$ cat config.mk
export PLATFORM = sky130hd
export DESIGN_NAME = cmpl_irq_ctrl
export DESIGN_NICKNAME = d
export VERILOG_FILES = /design/src/rtl/cmpl_irq_pkg.sv /design/src/rtl/cmpl_code_dec.sv /design/src/rtl/cmpl_bank.sv /design/src/rtl/cmpl_irq_gen.sv /design/src/rtl/cmpl_irq_ctrl.sv
export SDC_FILE = /design/constraint.sdc
export NUM_CORES = 1
export LEC_CHECK = 0
export CAP_MARGIN = 20
export CORE_MARGIN = 3
export CORE_UTILIZATION = 49
export DETAILED_ROUTE_END_ITERATION = 8
export GPL_ROUTABILITY_DRIVEN = 0
export PLACE_DENSITY = 0.87
export SLEW_MARGIN = 20
export SYNTH_ARGS = -nofsm -noshare
export SYNTH_HDL_FRONTEND = slang
export SYNTH_SLANG_ARGS = --single-unit
$ cat constraint.sdc
create_clock -name clk -period 1.5 [get_ports clk]
set_input_delay 0.225 -clock clk [delete_from_list [all_inputs] [get_ports clk]]
set_output_delay 0.225 -clock clk [all_outputs]
set_load 0.05 [all_outputs]
$ cat src/rtl/cmpl_irq_pkg.sv
package cmpl_irq_pkg;
    localparam int unsigned WORD_W = 32;
    localparam int unsigned OFS_EN       = 'h50;
    localparam int unsigned OFS_EN_CLR   = 'h58;
    localparam int unsigned OFS_EN_SET   = 'h60;
    localparam int unsigned OFS_PEND     = 'h68;
    localparam int unsigned OFS_PEND_CLR = 'h70;
    localparam int unsigned OFS_EVAL     = 'h78;

    typedef struct packed {
        logic [WORD_W-1:0] pend;
        logic [WORD_W-1:0] en;
    } bank_state_t;

    typedef struct packed {
        logic act_prev;
        logic irq;
    } irq_state_t;
endpackage

$ cat src/rtl/cmpl_code_dec.sv
module cmpl_code_dec #(
    parameter int unsigned NUM_CH = 64,
    localparam int unsigned CODE_W = $clog2(NUM_CH)
) (
    input  logic              valid_i,
    input  logic [CODE_W-1:0] code_i,
    output logic [NUM_CH-1:0] onehot_o
);
    always_comb begin
        onehot_o = '0;
        if (valid_i) begin
            onehot_o[code_i] = 1'b1;
        end
    end
endmodule

$ cat src/rtl/cmpl_bank.sv
module cmpl_bank
    import cmpl_irq_pkg::*;
(
    input  logic              clk,
    input  logic              rst_n,
    input  logic [WORD_W-1:0] set_i,
    input  logic              pend_clr_i,
    input  logic              en_set_i,
    input  logic              en_clr_i,
    input  logic [WORD_W-1:0] wr_data_i,
    output logic [WORD_W-1:0] pend_o,
    output logic [WORD_W-1:0] en_o
);
    bank_state_t st_d, st_q;

    always_comb begin
        st_d = st_q;
        if (pend_clr_i) begin
            st_d.pend = st_d.pend & ~wr_data_i;
        end
        st_d.pend = st_d.pend | set_i;
        if (en_set_i) begin
            st_d.en = st_d.en | wr_data_i;
        end
        if (en_clr_i) begin
            st_d.en = st_d.en & ~wr_data_i;
        end
    end

    always_ff @(posedge clk) begin
        if (!rst_n) begin
            st_q <= '0;
        end else begin
            st_q <= st_d;
        end
    end

    assign pend_o = st_q.pend;
    assign en_o   = st_q.en;


    set_capture_chk: assert property (@(posedge clk) disable iff (!rst_n)
        (|set_i) |=> ((pend_o & $past(set_i)) == $past(set_i)));


    pend_clear_chk: assert property (@(posedge clk) disable iff (!rst_n)
        (pend_clr_i && ((wr_data_i & ~set_i) != '0))
        |=> ((pend_o & $past(wr_data_i & ~set_i)) == '0));


    en_set_chk: assert property (@(posedge clk) disable iff (!rst_n)
        (en_set_i && !en_clr_i) |=> ((en_o & $past(wr_data_i)) == $past(wr_data_i)));


    en_clear_chk: assert property (@(posedge clk) disable iff (!rst_n)
        en_clr_i |=> ((en_o & $past(wr_data_i)) == '0));
endmodule

$ cat src/rtl/cmpl_irq_gen.sv
module cmpl_irq_gen
    import cmpl_irq_pkg::*;
(
    input  logic clk,
    input  logic rst_n,
    input  logic act_i,
    input  logic eval_i,
    output logic irq_o
);
    irq_state_t st_d, st_q;

    always_comb begin
        st_d          = st_q;
        st_d.act_prev = act_i;
        st_d.irq      = (act_i && !st_q.act_prev) || (eval_i && act_i);
    end

    always_ff @(posedge clk) begin
        if (!rst_n) begin
            st_q <= '0;
        end else begin
            st_q <= st_d;
        end
    end

    assign irq_o = st_q.irq;


    irq_idle_chk: assert property (@(posedge clk) disable iff (!rst_n)
        !act_i |=> !irq_o);


    irq_rise_chk: assert property (@(posedge clk) disable iff (!rst_n)
        (act_i && !st_q.act_prev) |=> irq_o);


    eval_refire_chk: assert property (@(posedge clk) disable iff (!rst_n)
        (eval_i && act_i) |=> irq_o);
endmodule

$ cat src/rtl/cmpl_irq_ctrl.sv
module cmpl_irq_ctrl
    import cmpl_irq_pkg::*;
#(
    parameter int unsigned NUM_CH = 64,
    parameter int unsigned ADDR_W = 8,
    localparam int unsigned CODE_W = $clog2(NUM_CH)
) (
    input  logic              clk,
    input  logic              rst_n,
    input  logic              cmp_valid,
    input  logic [CODE_W-1:0] cmp_code,
    input  logic              wr_en,
    input  logic [ADDR_W-1:0] wr_addr,
    input  logic [WORD_W-1:0] wr_data,
    input  logic [ADDR_W-1:0] rd_addr,
    output logic [WORD_W-1:0] rd_data,
    output logic              irq_o
);
    localparam int unsigned BANKS = NUM_CH / WORD_W;
    localparam logic [ADDR_W-1:0] A_EVAL = ADDR_W'(OFS_EVAL);

    logic [NUM_CH-1:0] set_vec;
    logic [WORD_W-1:0] pend_w [BANKS];
    logic [WORD_W-1:0] en_w   [BANKS];
    logic [BANKS-1:0]  bank_act;
    logic              act;
    logic              eval_hit;

    cmpl_code_dec #(.NUM_CH(NUM_CH)) u_dec (
        .valid_i  (cmp_valid),
        .code_i   (cmp_code),
        .onehot_o (set_vec)
    );

    for (genvar b = 0; b < BANKS; b++) begin : g_bank
        localparam logic [ADDR_W-1:0] A_PCLR = ADDR_W'(OFS_PEND_CLR + 4*b);
        localparam logic [ADDR_W-1:0] A_ESET = ADDR_W'(OFS_EN_SET + 4*b);
        localparam logic [ADDR_W-1:0] A_ECLR = ADDR_W'(OFS_EN_CLR + 4*b);

        cmpl_bank u_bank (
            .clk        (clk),
            .rst_n      (rst_n),
            .set_i      (set_vec[b*WORD_W +: WORD_W]),
            .pend_clr_i (wr_en && (wr_addr == A_PCLR)),
            .en_set_i   (wr_en && (wr_addr == A_ESET)),
            .en_clr_i   (wr_en && (wr_addr == A_ECLR)),
            .wr_data_i  (wr_data),
            .pend_o     (pend_w[b]),
            .en_o       (en_w[b])
        );

        assign bank_act[b] = |(pend_w[b] & en_w[b]);
    end

    assign act      = |bank_act;
    assign eval_hit = wr_en && (wr_addr == A_EVAL) && wr_data[0];

    always_comb begin
        rd_data = '0;
        for (int b = 0; b < BANKS; b++) begin
            if (rd_addr == ADDR_W'(OFS_EN + 4*b)) begin
                rd_data = en_w[b];
            end
            if (rd_addr == ADDR_W'(OFS_PEND + 4*b)) begin
                rd_data = pend_w[b];
            end
        end
    end

    cmpl_irq_gen u_irq (
        .clk    (clk),
        .rst_n  (rst_n),
        .act_i  (act),
        .eval_i (eval_hit),
        .irq_o  (irq_o)
    );


    reset_quiet_chk: assert property (@(posedge clk)
        !rst_n |=> !irq_o);
endmodule

==> results.txt, run 1 <==
----------------------------------------------------
[Synthesis]
  Most used flip-flop cell after synthesis ... sky130_fd_sc_hd__dfxtp_1
  Cell accounting for the most synthesized area ... sky130_fd_sc_hd__dfxtp_1
  Top post-synthesis cells by area ... sky130_fd_sc_hd__dfxtp_1 43%, sky130_fd_sc_hd__a22oi_1 9.3%, sky130_fd_sc_hd__a211oi_1 8.1%, sky130_fd_sc_hd__a21oi_1 7.9%, sky130_fd_sc_hd__nor2_1 6.6%
  Proportion of synthesized chip area in sequential cells ... 42.99%
  Post-Synthesis Mean Instance Area ... 8.236 um^2
  Register bit count reported by yosys ... 130
  Count of warnings emitted by yosys ... 0
  Number of flops mapped to enable cells by yosys ... 0
  Area share of the largest cell type after synthesis ... 42.99%
  Leading cell types by count after synthesis ... 130 x sky130_fd_sc_hd__dfxtp_1, 106 x sky130_fd_sc_hd__nor2_1, 96 x sky130_fd_sc_hd__a21oi_1
  Top-count cell post-synth ... sky130_fd_sc_hd__dfxtp_1
  Synth Instances ... 735
  Number of library cell types mapped by synthesis ... 43
  Total nets after synthesis ... a little under 800
  Cell Area, Synth ... roughly 0.006 mm^2
  Fraction of registers with async set or reset after synthesis ... 0%

[Clocking]
  Root buf cell ... sky130_fd_sc_hd__clkbuf_16
  Number of H-tree levels ... 4
  Number of clock sinks ... between 100 and 150
  Hold-fix buffer count after cts ... 0
  Clock Tree Buf Depth ... 2
  Inserted Clock Buffers ... 17

[Floorplan]
  Starting utilization of the core area ... between 50% and 60%
  Die width ... around 120 um
  Number of primary I/O pins ... 91
  Die height ... ~120 um
  Row count ... 39

[Status]
  Run status ... aborted with a tool error
  Log Error ... [ERROR GRT-0232] Routing congestion too high. Check the congestion heatmap in the GUI.
  Last stage the flow got to ... global routing (5_1_grt)

[Placement]
  DPL Wire Length ... between 15,000 and 20,000 um
  Port Buf Inserts ... 90

[Global routing]
  Combined global-route utilization of all metal layers ... 96.95%
  Total overflow reported by the global router ... 1,051
  Pin count of the biggest net entering global routing ... 44

----------------------------------------------------
## metal layers
layer	overflow	track usage, %
met1	11	86.64
met5	2	47.04
met2	721	122.8
met3	8	73.68
met4	309	114.1
## per-stage QoR
| step | worst slack [ns] | std cells | instance area (um^2) |
|---|---|---|---|
| floorplan | -0.4436 | 735 | 6440 |
| global placement | -0.9110 | 1129 | 9235 |
| detailed placement | -0.9513 | 1129 | 9235 |
| CTS | -0.7824 | 1198 | 10940 |
## logic make-up after synthesis
| family | Yosys count | share of synthesized area [%] |
|---|---|---|
| DFF | 130 | 42.99 |
| and+or+nand+nor | 241 | 17.96 |
| AOI/OAI and AO/OA | 306 | 34.21 |
| buffers and inverters | 58 | 4.837 |
## timing repair
item                                   in CTS
buffers inserted                           23
pin swaps                                  75
endpoints found under the hold margin       0
resized for setup                         170
setup endpoints to repair                 161
cloned                                     15
==> run 2: changes to the inputs <==
--- a/config.mk
+++ b/config.mk
@@ -7,10 +7,10 @@
 export LEC_CHECK = 0
 export CAP_MARGIN = 20
 export CORE_MARGIN = 3
-export CORE_UTILIZATION = 49
+export CORE_UTILIZATION = 40
 export DETAILED_ROUTE_END_ITERATION = 8
 export GPL_ROUTABILITY_DRIVEN = 0
-export PLACE_DENSITY = 0.87
+export PLACE_DENSITY_LB_ADDON = 0.15
 export SLEW_MARGIN = 20
 export SYNTH_ARGS = -nofsm -noshare
 export SYNTH_HDL_FRONTEND = slang
==> constraint.sdc (replaced) <==
create_clock -name clk -period 1.95 [get_ports clk]
set_input_delay 0.2925 -clock clk [delete_from_list [all_inputs] [get_ports clk]]
set_output_delay 0.2925 -clock clk [all_outputs]
set_load 0.05 [all_outputs]
==> results.txt, run 2 <==
----------------------------------------------------
[Layout]
  Most common cell after layout, fill and taps aside ... sky130_fd_sc_hd__dfxtp_1
  Layout filler cell count ... 1,225
  Multi-input gate area ... approximately 0.0037 mm^2
  Diode count ... 0
  Share of cells above drive strength 1 ... 25.78%
  Post-route cell area ... 0.009256 mm^2
  Number of nets in the finished design ... 941
  Register Area ... ~0.0026 mm^2
  Area delta synth->final ... 52.91%
  Commonest cells after routing, fill and taps aside ... 129 x sky130_fd_sc_hd__dfxtp_1, 104 x sky130_fd_sc_hd__nor2_1, 88 x sky130_fd_sc_hd__nand2_1

[STA]
  Setup Viol. Count Final ... 33
  Slack of the critical path ... -0.4464 ns
  Worst clock skew on the final layout ... 0.005346 ns
  Tightest slew margin relative to the limit ... 33.14%
  Final TNS setup ... -11.97 ns
  Fraction of the cycle the final worst path needs ... 122.9%
  Transition time at the pin with the least slew margin ... 0.9993 ns
  Post-route minimum period ... 2.396 ns
  Upper clock frequency limit ... 0.4173 GHz
  Number of endpoints with negative hold slack in the final report ... 0
  Final max-slew violation count ... 0
  Unrepaired setup endpoints after global routing ... true

[Clocking]
  Worst skew pair latency ... 0.43 ns
  Inserted Clock Buffers ... 17
  Root buf cell ... sky130_fd_sc_hd__clkbuf_16
  Number of H-tree levels ... 4
  Hold-fix buffer count after cts ... 0
  Clock transition time at the flip-flop clock pins of the worst setup and hold paths ... approximately 0.060 ns
  Clock Tree Buf Depth ... 2
  Number of clock sinks ... 130
  TritonCTS clock tree ... done

[Power and ir drop]
  Combinational share of power ... 7.1%
  Leakage power ... 3.187 nW
  Internal power ... 4.801 mW
  Ratio of total power to cell area ... between 600 and 700 mW/mm^2
  Switching pwr ... 1.513 mW
  Sequential Power Share ... 42.4%
  Fraction of power spent switching nets ... 23.97%
  Clock share of power ... 50.4%
  Worst-case vdd ir drop ... 0.0005940 V

[Detailed routing]
  Iteration count of the initial detailed-routing pass ... 7
  Average wire per cell in the routed design ... 23.98 um
  Via density per instance ... roughly 6.5
  Aggregate routed wire length ... 25,900 um
  Number of vias in the routed layout ... 7,064
  Antenna viol nets, final ... 0
  Starting DRC count in detailed routing ... 1,344
  DRC violation count after routing ... 0

[Floorplan]
  Starting utilization of the core area ... about two fifths
  Die width ... 129.0 um
  Row count ... 44
  Die height ... around 130 um
  Core Area ... around 0.015 mm^2
  Die Area ... 0.01664 mm^2
  Number of primary I/O pins ... 91

[Global routing]
  Wire length of the first global-routing pass ... 39,730 um
  Combined global-route utilization of all metal layers ... 31.47%
  Total overflow reported by the global router ... 0
  Antenna violations before repair ... 0
  Number of global-route vias before repair ... 6,942
  Pin count of the biggest net entering global routing ... 45

[Flow run]
  Max Cap Viol ... 0

[Synthesis]
  Register bit count reported by yosys ... 130
  Total nets after synthesis ... slightly below 800
  Area share of the largest cell type after synthesis ... 42.99%
  Cell accounting for the most synthesized area ... sky130_fd_sc_hd__dfxtp_1
  Fraction of registers with async set or reset after synthesis ... 0%
  Proportion of synthesized chip area in sequential cells ... a little over two fifths
  Synth Instances ... 735
  Number of library cell types mapped by synthesis ... 43
  Leading cell types by count after synthesis ... 130 x sky130_fd_sc_hd__dfxtp_1, 106 x sky130_fd_sc_hd__nor2_1, 96 x sky130_fd_sc_hd__a21oi_1
  Post-Synthesis Mean Instance Area ... between 8 and 9 um^2
  Count of warnings emitted by yosys ... 0
  Most used flip-flop cell after synthesis ... sky130_fd_sc_hd__dfxtp_1
  Number of flops mapped to enable cells by yosys ... 0
  Top-count cell post-synth ... sky130_fd_sc_hd__dfxtp_1
  Cell Area, Synth ... 0.006053 mm^2
  Top post-synthesis cells by area ... sky130_fd_sc_hd__dfxtp_1 43%, sky130_fd_sc_hd__a22oi_1 9.3%, sky130_fd_sc_hd__a211oi_1 8.1%, sky130_fd_sc_hd__a21oi_1 7.9%, sky130_fd_sc_hd__nor2_1 6.6%

[Placement]
  DPL Wire Length ... 16,700 um
  Port Buf Inserts ... 90
  Placed instance area ... 0.008362 mm^2

[Hold path]
  Kind of path behind the tightest hold check ... flip-flop to flip-flop

[Worst setup path]
  CP endpoint kind ... output pin
  Arrival @ worst endpoint ... 2.10 ns
  Maximum fanout encountered on the critical timing path ... 8
  Crit path launch type ... input port
  CP Buf/Inv Count ... 5
  CP max-delay cell ... sky130_fd_sc_hd__or4b_4
  Worst stage delay on the critical path ... 0.56 ns
  Category of the most critical setup path ... input port to output pin
  Top cell family by delay on the critical path ... simple AND/OR/NAND/NOR gates
  Endpoint required time on the critical path ... roughly 1.7 ns
  Most prevalent standard cell on the critical path ... sky130_fd_sc_hd__buf_6
  Critical path, cell by cell ... buf_6, or4b_4, buf_6, nor3_4, buf_6, buf_12, a221oi_1, o21ai_1, buf_12

[Status]
  Violations in the final reports ... setup timing
  Run status ... finished with violations

----------------------------------------------------
[run 2: area by class of cell]
type | count | share of cell area [%]
Clock inverter | 13 | 1.473
Sequential cell | 130 | 28.13
Inverter | 3 | 0.1352
Tap cell | 184 | 2.487
Multi-Input combinational cell | 547 | 39.55
Timing Repair Buffer | 184 | 23.33
Clock buffer | 19 | 4.893
[run 2: power by group through the flow]
stage               Clock, mW  Sequential [mW]  Combinational, mW
finish                   3.19             2.68              0.449
global route             3.33             2.68              0.469
CTS                      3.19             2.68              0.436
detailed placement          0             2.74              0.432
global placement            0             2.74              0.424
floorplan                   0             2.73              0.141
[run 2: final timing paths]
kind,startpoint,endpoint,slack (ns),cells past startpoint
hold / removal,g_bank[1].u_bank.pend_o[25],g_bank[1].u_bank.pend_o[25],0.53,2
setup reg to reg,flip-flop,u_irq.irq_o,-0.01,5
setup / recovery,rd_addr[1],rd_data[11],-0.45,9
hold reg to reg,g_bank[1].u_bank.pend_o[25],g_bank[1].u_bank.pend_o[25],0.53,2
[run 2: kinds of logic (layout without fill, tap and decap cells)]
| family | after synthesis | count (layout) | share of synthesized area [%] |
|---|---|---|---|
| AO/OA/AOI/OAI | 306 | 306 | 34.21 |
| AND/OR/NAND/NOR | 241 | 241 | 17.96 |
| buffers and inverters | 58 | 219 | 4.837 |
| flip-flops | 130 | 130 | 42.99 |
[run 2: worst min-delay path, cell delays in order (launching register included)]
cell	delay, ns
sky130_fd_sc_hd__dfxtp_1	0.35
sky130_fd_sc_hd__a22oi_1	0.07
sky130_fd_sc_hd__nor2_1	0.07
[run 2: what timing repair did]
item	4_1_cts	5_1_grt
gates cloned	5	0
setup endpoints to repair	34	34
setup buffers	6	0
resized for setup	48	7
pin swaps	25	18
[run 2: routing by layer]
metal / routed length, um / global-route usage, % / part of all wire [%] / vias up
li1: - / - / - / 3081
met1: 9947 / 39.31 / 38 / 3371
met2: 11720 / 49.82 / 45 / 500
met3: 2939 / 8.656 / 11 / 112
met4: 1292 / 16.24 / 5.0 / 0
met5: 0 / 0 / 0 / -
[run 2: through the flow]
stage | util, % | hold slack, ns | total power, mW | instances | setup WS (ns)
2_1_floorplan | - | 0.3891 | 2.874 | 735 | -0.4056
3_3_place_gp | 57.10 | 0.5027 | 3.160 | 1037 | -0.6422
3_5_place_dp | 57.10 | 0.5093 | 3.168 | 1037 | -0.6454
4_1_cts | 63.02 | 0.5010 | 6.308 | 1080 | -0.4294
5_1_grt | 63.21 | 0.5415 | 6.476 | 1080 | -0.5003
6_report | 63.21 | 0.5276 | 6.314 | 1080 | -0.4464
Power figures use the tool's default switching activity.
